File: src/rtl/regsweep_pkg.sv
package regsweep_pkg;

  localparam int DATA_W = 8;

  localparam logic [DATA_W-1:0] STAT_PASS     = 8'h00;
  localparam logic [DATA_W-1:0] STAT_RESET    = 8'h02;
  localparam logic [DATA_W-1:0] STAT_MISMATCH = 8'h05;

  typedef enum logic [3:0] {
    ST_IDLE,
    ST_SW_WR,
    ST_SW_RD,
    ST_SW_CHK,
    ST_CT_WR,
    ST_CT_RD,
    ST_CT_CHK,
    ST_PULSE,
    ST_SETTLE,
    ST_CT_RD2,
    ST_CT_CHK2,
    ST_DONE
  } sweep_state_e;

endpackage

File: src/rtl/regsweep_addr_map.sv
module regsweep_addr_map #(
  parameter int NUM_REGS   = 51,
  parameter int IDX_W      = 6,
  parameter int ADDR_W     = 8,
  parameter int REG_BASE   = 0,
  parameter int REG_STRIDE = 1
) (
  input  logic [IDX_W-1:0]  idx,
  output logic [ADDR_W-1:0] addr
);

  localparam logic [IDX_W-1:0] LAST_IDX = IDX_W'(NUM_REGS - 1);

  logic [ADDR_W-1:0] tbl [NUM_REGS];

  for (genvar gi = 0; gi < NUM_REGS; gi++) begin : g_entry
    assign tbl[gi] = ADDR_W'(REG_BASE + gi * REG_STRIDE);
  end

  assign addr = (idx <= LAST_IDX) ? tbl[idx] : tbl[0];

endmodule

File: src/rtl/regsweep_delay.sv
module regsweep_delay #(
  parameter int CNT_W = 3
) (
  input  logic             clk,
  input  logic             rst_n,
  input  logic             load,
  input  logic [CNT_W-1:0] load_val,
  output logic             expired
);

  logic [CNT_W-1:0] cnt_q, cnt_d;
  logic             cnt_en;

  assign cnt_en  = load | (cnt_q != '0);
  assign cnt_d   = load ? load_val : cnt_q - 1'b1;
  assign expired = (cnt_q == '0);

  always_ff @(posedge clk or negedge rst_n) begin
    if (!rst_n)      cnt_q <= '0;
    else if (cnt_en) cnt_q <= cnt_d;
  end

  // the pulse and settle windows shrink by one every cycle
  assert_count_down_R5: assert property (@(posedge clk) disable iff (!rst_n)
    (!load && cnt_q != '0) |=> (cnt_q == $past(cnt_q) - 1'b1));

endmodule

File: src/rtl/regsweep_tester.sv
module regsweep_tester
  import regsweep_pkg::*;
#(
  parameter int NUM_REGS   = 51,
  parameter int ADDR_W     = 8,
  parameter int REG_BASE   = 32'h20,
  parameter int REG_STRIDE = 1,
  parameter int CTRL_ADDR  = 32'hF0,
  parameter int RST_CYCLES = 4
) (
  input  logic              clk,
  input  logic              rst_n,
  input  logic              start,
  output logic              bus_valid,
  output logic              bus_write,
  output logic [ADDR_W-1:0] bus_addr,
  output logic [DATA_W-1:0] bus_wdata,
  input  logic              bus_ready,
  input  logic              bus_rvalid,
  input  logic [DATA_W-1:0] bus_rdata,
  output logic              periph_rst,
  output logic              done,
  output logic [DATA_W-1:0] status
);

  localparam int               IDX_W      = (NUM_REGS > 1) ? $clog2(NUM_REGS) : 1;
  localparam logic [IDX_W-1:0] LAST_IDX   = IDX_W'(NUM_REGS - 1);
  localparam int               SETTLE_CYC = 2;
  localparam int               CNT_W      = $clog2(RST_CYCLES + 1);
  localparam logic [ADDR_W-1:0] CTRL_A    = ADDR_W'(CTRL_ADDR);
  localparam logic [DATA_W-1:0] ALL_ONES  = '1;

  // reset: asserted asynchronously, released on a clock edge
  logic rst_meta_q, rst_sync_n;
  always_ff @(posedge clk or negedge rst_n) begin
    if (!rst_n) begin
      rst_meta_q <= 1'b0;
      rst_sync_n <= 1'b0;
    end else begin
      rst_meta_q <= 1'b1;
      rst_sync_n <= rst_meta_q;
    end
  end

  sweep_state_e      state_q, state_d;
  logic [IDX_W-1:0]  idx_q, idx_d;
  logic [DATA_W-1:0] val_q, val_d;
  logic [DATA_W-1:0] status_q, status_d;
  logic              ptr_en, status_en;
  logic              tmr_load, tmr_expired;
  logic [CNT_W-1:0]  tmr_val;
  logic [ADDR_W-1:0] sweep_addr;
  logic              run_start;

  regsweep_addr_map #(
    .NUM_REGS(NUM_REGS), .IDX_W(IDX_W), .ADDR_W(ADDR_W),
    .REG_BASE(REG_BASE), .REG_STRIDE(REG_STRIDE)
  ) u_map (
    .idx (idx_q),
    .addr(sweep_addr)
  );

  regsweep_delay #(.CNT_W(CNT_W)) u_delay (
    .clk     (clk),
    .rst_n   (rst_sync_n),
    .load    (tmr_load),
    .load_val(tmr_val),
    .expired (tmr_expired)
  );

  assign run_start = start && (state_q == ST_IDLE || state_q == ST_DONE);

  always_comb begin
    state_d   = state_q;
    idx_d     = idx_q;
    val_d     = val_q;
    status_d  = status_q;
    tmr_load  = 1'b0;
    tmr_val   = '0;
    bus_valid = 1'b0;
    bus_write = 1'b0;
    bus_addr  = sweep_addr;
    bus_wdata = val_q;
    unique case (state_q)
      ST_IDLE, ST_DONE: if (run_start) begin
        state_d  = ST_SW_WR;
        idx_d    = '0;
        val_d    = '0;
        status_d = STAT_PASS;
      end
      ST_SW_WR: begin
        bus_valid = 1'b1;
        bus_write = 1'b1;
        if (bus_ready) state_d = ST_SW_RD;
      end
      ST_SW_RD: begin
        bus_valid = 1'b1;
        if (bus_ready) state_d = ST_SW_CHK;
      end
      ST_SW_CHK: if (bus_rvalid) begin
        if (bus_rdata != val_q) begin
          status_d = STAT_MISMATCH;
          state_d  = ST_DONE;
        end else if (val_q == ALL_ONES) begin
          val_d = '0;
          if (idx_q == LAST_IDX) state_d = ST_CT_WR;
          else begin
            idx_d   = idx_q + 1'b1;
            state_d = ST_SW_WR;
          end
        end else begin
          val_d   = val_q + 1'b1;
          state_d = ST_SW_WR;
        end
      end
      ST_CT_WR: begin
        bus_valid = 1'b1;
        bus_write = 1'b1;
        bus_addr  = CTRL_A;
        bus_wdata = ALL_ONES;
        if (bus_ready) state_d = ST_CT_RD;
      end
      ST_CT_RD: begin
        bus_valid = 1'b1;
        bus_addr  = CTRL_A;
        if (bus_ready) state_d = ST_CT_CHK;
      end
      ST_CT_CHK: if (bus_rvalid) begin
        if (bus_rdata != ALL_ONES) begin
          status_d = STAT_MISMATCH;
          state_d  = ST_DONE;
        end else begin
          tmr_load = 1'b1;
          tmr_val  = CNT_W'(RST_CYCLES - 1);
          state_d  = ST_PULSE;
        end
      end
      ST_PULSE: if (tmr_expired) begin
        tmr_load = 1'b1;
        tmr_val  = CNT_W'(SETTLE_CYC - 1);
        state_d  = ST_SETTLE;
      end
      ST_SETTLE: if (tmr_expired) state_d = ST_CT_RD2;
      ST_CT_RD2: begin
        bus_valid = 1'b1;
        bus_addr  = CTRL_A;
        if (bus_ready) state_d = ST_CT_CHK2;
      end
      ST_CT_CHK2: if (bus_rvalid) begin
        status_d = (bus_rdata == '0) ? STAT_PASS : STAT_RESET;
        state_d  = ST_DONE;
      end
      default: state_d = ST_IDLE;
    endcase
  end

  assign ptr_en    = run_start || (state_q == ST_SW_CHK && bus_rvalid);
  assign status_en = run_start || (state_d == ST_DONE && state_q != ST_DONE);

  always_ff @(posedge clk or negedge rst_sync_n) begin
    if (!rst_sync_n) begin
      state_q  <= ST_IDLE;
      idx_q    <= '0;
      val_q    <= '0;
      status_q <= STAT_PASS;
    end else begin
      state_q <= state_d;
      if (ptr_en) begin
        idx_q <= idx_d;
        val_q <= val_d;
      end
      if (status_en) status_q <= status_d;
    end
  end

  assign periph_rst = (state_q == ST_PULSE);
  assign done       = (state_q == ST_DONE);
  assign status     = status_q;

  // cycles the reset line has been high, for the width check
  logic [CNT_W-1:0] rst_hi_q;
  always_ff @(posedge clk or negedge rst_sync_n) begin
    if (!rst_sync_n)     rst_hi_q <= '0;
    else if (periph_rst) rst_hi_q <= rst_hi_q + 1'b1;
    else                 rst_hi_q <= '0;
  end

  assert_hold_req_R7: assert property (@(posedge clk) disable iff (!rst_sync_n)
    (bus_valid && !bus_ready) |=> (bus_valid && $stable(bus_addr)
                                   && $stable(bus_write) && $stable(bus_wdata)));

  assert_pulse_width_R5: assert property (@(posedge clk) disable iff (!rst_sync_n)
    $fell(periph_rst) |-> (rst_hi_q == CNT_W'(RST_CYCLES)));

  assert_quiet_pulse_R5: assert property (@(posedge clk) disable iff (!rst_sync_n)
    periph_rst |-> !bus_valid);

  assert_quiet_settle_R5: assert property (@(posedge clk) disable iff (!rst_sync_n)
    $fell(periph_rst) |-> (!bus_valid ##1 !bus_valid));

  assert_done_quiet_R9: assert property (@(posedge clk) disable iff (!rst_sync_n)
    done |-> (!bus_valid && !periph_rst));

  assert_done_hold_R9: assert property (@(posedge clk) disable iff (!rst_sync_n)
    (done && !start) |=> (done && $stable(status)));

  assert_status_code_R6: assert property (@(posedge clk) disable iff (!rst_sync_n)
    done |-> (status == STAT_PASS || status == STAT_RESET || status == STAT_MISMATCH));

  assert_sweep_idx_R2: assert property (@(posedge clk) disable iff (!rst_sync_n)
    idx_q <= LAST_IDX);

endmodule

File: config.mk
export PLATFORM = sky130hd
export DESIGN_NAME = regsweep_tester
export DESIGN_NICKNAME = d
export VERILOG_FILES = /design/src/rtl/regsweep_pkg.sv /design/src/rtl/regsweep_addr_map.sv /design/src/rtl/regsweep_delay.sv /design/src/rtl/regsweep_tester.sv
export SDC_FILE = /design/constraint.sdc
export NUM_CORES = 1
export LEC_CHECK = 0
export ABC_AREA = 0
export BUFFER_PORTS_ARGS = -buffer_cell sky130_fd_sc_hd__buf_2
export CAP_MARGIN = 40
export CORE_ASPECT_RATIO = 0.7
export CORE_MARGIN = 2
export CORE_UTILIZATION = 45
export DETAILED_ROUTE_END_ITERATION = 6
export GPL_ROUTABILITY_DRIVEN = 0
export PLACE_DENSITY = 0.73
export REMOVE_ABC_BUFFERS = 1
export SYNTH_ARGS = -nofsm -noshare
export SYNTH_HDL_FRONTEND = slang
export SYNTH_SLANG_ARGS = --single-unit
File: constraint.sdc
create_clock -name clk -period 2.1 [get_ports clk]
set_clock_uncertainty 0.2 [all_clocks]
set_input_delay 0.315 -clock clk [delete_from_list [all_inputs] [get_ports clk]]
set_output_delay 0.315 -clock clk [all_outputs]
set_load 0.005 [all_outputs]
==> flow_summary.toml <==
[outcome]
status = "finished with violations"
violations = "setup timing"

[setup_path]
crit_slowest_cell = "dfrtp_1"
r2r_setup_slack_ns = -0.11
critPathCaptureType = "primary output"
crit_path_max_fanout = 2
crit_path_start_kind = "flop"
crit_chain = "inv_1 -> ha_2 -> inv_2 -> buf_6 -> a211oi_4 -> or2_4 -> nor2b_4 -> and2_1 -> buf_2"
cp.arrival_ns = 1.74
worstSetupPathType = "reg2out"
cp_top_family = "flip-flops"
crit_required_ns = 1.58
crit_buf_inv = 4
crit_path_max_incr_delay_ns = 0.39

[clocking]
clockBufferDepth = 2
clk_root_buffer_cell = "clkbuf_8"
cts-buffers-inserted = 3
clock-sinks = 25
htree_levels = 1
cts_tree = "yes"
clk_latency_ns = 0.27
cts.clk_slew.worst_paths_ns = 0.09

[final_layout]
synthToLayoutAreaGrowth_pct = 57.6
mostFrequentLayoutCells = "buf_4, buf_2, nor2_1"
fillers = 319
finish.utilization = 0.733
layout-drive-gt1-share = 0.549
num_antenna_cells = 0
nets = 357
multi_input_area_um2 = 1600
mostFrequentLayoutCell = "buf_4"
seq_area_um2 = 633

[synthesis]
synth-seq-cells = 25
syn_inst = 233
synth_edf_count = 0
syn_avg_cell_area_um2 = 8.65
synth_top_flop_cell = "dfrtp_1"
synthArstFlopShare = 1.00
netlist-cell-type-count = 64
syn_area_um2 = 2010
ys_seq_area_frac = 0.311
synth.yosys.warnings = 0

[timing]
min_period_over_period = 1.07
finalSetupTns_ns = -1.07
drv_slew = 0
period_minus_slack_ns = 2.26
hold_violations = 0
rsz0062_at_grt = "yes"
post-route-worst-setup-slack_ns = -0.156
max_clock_freq_mhz = 443
setup_viol = 12

[routing]
viasPerCell = 5.64
num_vias = 2209
avgRoutedWirePerCell_um = 17.1
route.detailed.drc = 0
first_iter_violations = 139
ant_nets = 0
first_pass_iters = 4
wl_um = 6690

[floorplanning]
die_y_um = 60.0
core_um2 = 4330
ios = 41
die_area_um2 = 5040
row_count = 20
start_util = 0.465
die_x_um = 84.0

[grt]
grt_pass1_wl_um = 10300
grt_pass1_vias = 2159
grt_usage = 0.262
grt_remaining_overflow = 0
grt_max_degree = 24
antenna_found_initial = 0

[pwr]
peakVddDrop_uv = 695
p_leak_nw = 1.51
p_per_area_nw_per_um2 = 908
power_w = 0.00288

[placement]
dpl.hpwl_um = 4300
portBuffers = 35

[flow_run]
drv_cap = 0

[worst_hold_path]
hold_class = "reg2async"
cell usage after synthesis (2+ instances only):
library cell  count  area share
nor4b_1           2      0.0087
mux2i_1           2      0.0099
nor3_1            4      0.0099
or2_2            10       0.031
inv_1             7       0.013
nand2_1          19       0.035
or4_4             2       0.011
buf_6             2       0.011
a21oi_1           7       0.017
a211oi_1          2      0.0075
and2_1            3      0.0093
nor4_1            5       0.016
nor3b_1           2      0.0075
nand2b_1          8       0.025
o22ai_1           2      0.0062
ha_1              6       0.037
a21o_1            5       0.019
dfrtp_1          25        0.31
nand4_1           5       0.016
o21ai_0           5       0.012
and3b_1           2      0.0087
buf_2             6       0.015
xnor2_1          14       0.061
nand3_1          11       0.027
conb_1            2      0.0037
mux2_1            2       0.011
nor2b_1           3      0.0093
clkbuf_1          2      0.0037
nor2_1           25       0.047
or3_1             3      0.0093
o32ai_1           2      0.0087
buf_4             6       0.022
cell families (layout without fill, tap and decap cells):
group                    count (synthesis)  count (layout)  share of synthesized area
multiplexers                             4               4                     0.0211
XOR/XNOR                                16              16                     0.0733
AND/OR/NAND/NOR                        115             115                      0.329
adder cells (fa/ha/maj)                  6               6                     0.0373
flip-flops                              25              25                      0.311
AO/OA/AOI/OAI                           41              41                      0.158
other                                    2               6                    0.00373
buffers and inverters                   24             124                     0.0671
layout make-up:
class,count,share of cell area
multi-input cells,188,0.503
clock buffers,4,0.0142
repair buffers,112,0.252
well taps,55,0.0217
flip-flops and latches,25,0.199
inverters,8,0.00946
final timing paths:
check	start	end	depth (start not counted)
worst max-delay path	idx_q[0]	bus_addr[1]	9
worst min-delay path	rst_sync_n	val_q[6]	1
worst max register to register	val_q[0]	idx_q[5]	7
worst min register to register	rst_sync_n	val_q[6]	1
max in group asynchronous	rst_sync_n	val_q[4]	1
min in group clk	rst_meta_q	rst_sync_n	0
routing by layer:
layer  up-vias  part of all wire  GRT usage
li1       1035                 -          -
met1      1079              0.43      0.346
met2        81              0.48      0.447
met3        14             0.071     0.0552
met4         0             0.015     0.0714
met5         -                 0          0
timing repair:
action	CTS	global route
pin swaps	28	22
endpoints found under the setup margin	29	32
hold endpoints to repair	2	0
hold buffers	1	0
gates cloned	0	0
resized for setup	46	32
buffers inserted	12	9
power breakdown:
group	internal [W]	total [W]	leakage, nW	switching [W]
Combinational	0.000976	0.00193	1.16	0.000955
Sequential	0.000556	0.000651	0.326	0.0000942
Clock	0.000136	0.000299	0.0228	0.000163
Total	0.00167	0.00288	1.51	0.00121
worst reg2reg max path: cells and delay by family (launching register included):
family	cells	cell delay (ns)
compound gates	3	0.35
buf+inv	1	0.15
xor+xnor	1	0.14
flops	1	0.45
simple gates	2	0.81
per-stage QoR:
stage,area (um^2),hold slack (ns),setup WS [ns],cells
6_report,3170,0.0417,-0.156,392
5_1_grt,3170,0.0737,-0.262,392
4_1_cts,2930,0.0431,-0.149,383
3_5_place_dp,2580,-0.0965,-0.120,366
3_3_place_gp,2580,-0.0982,-0.0839,366
2_1_floorplan,1920,-0.181,-0.0564,221
sequential cells by signal, summed over array words and instances, names as in the netlist:
register	count
idx_q	6
rst_meta_q	1
rst_sync_n	1
state_q	4
status	2
u_delay.cnt_q	3
val_q	8
(Power assumes the default switching activity.)
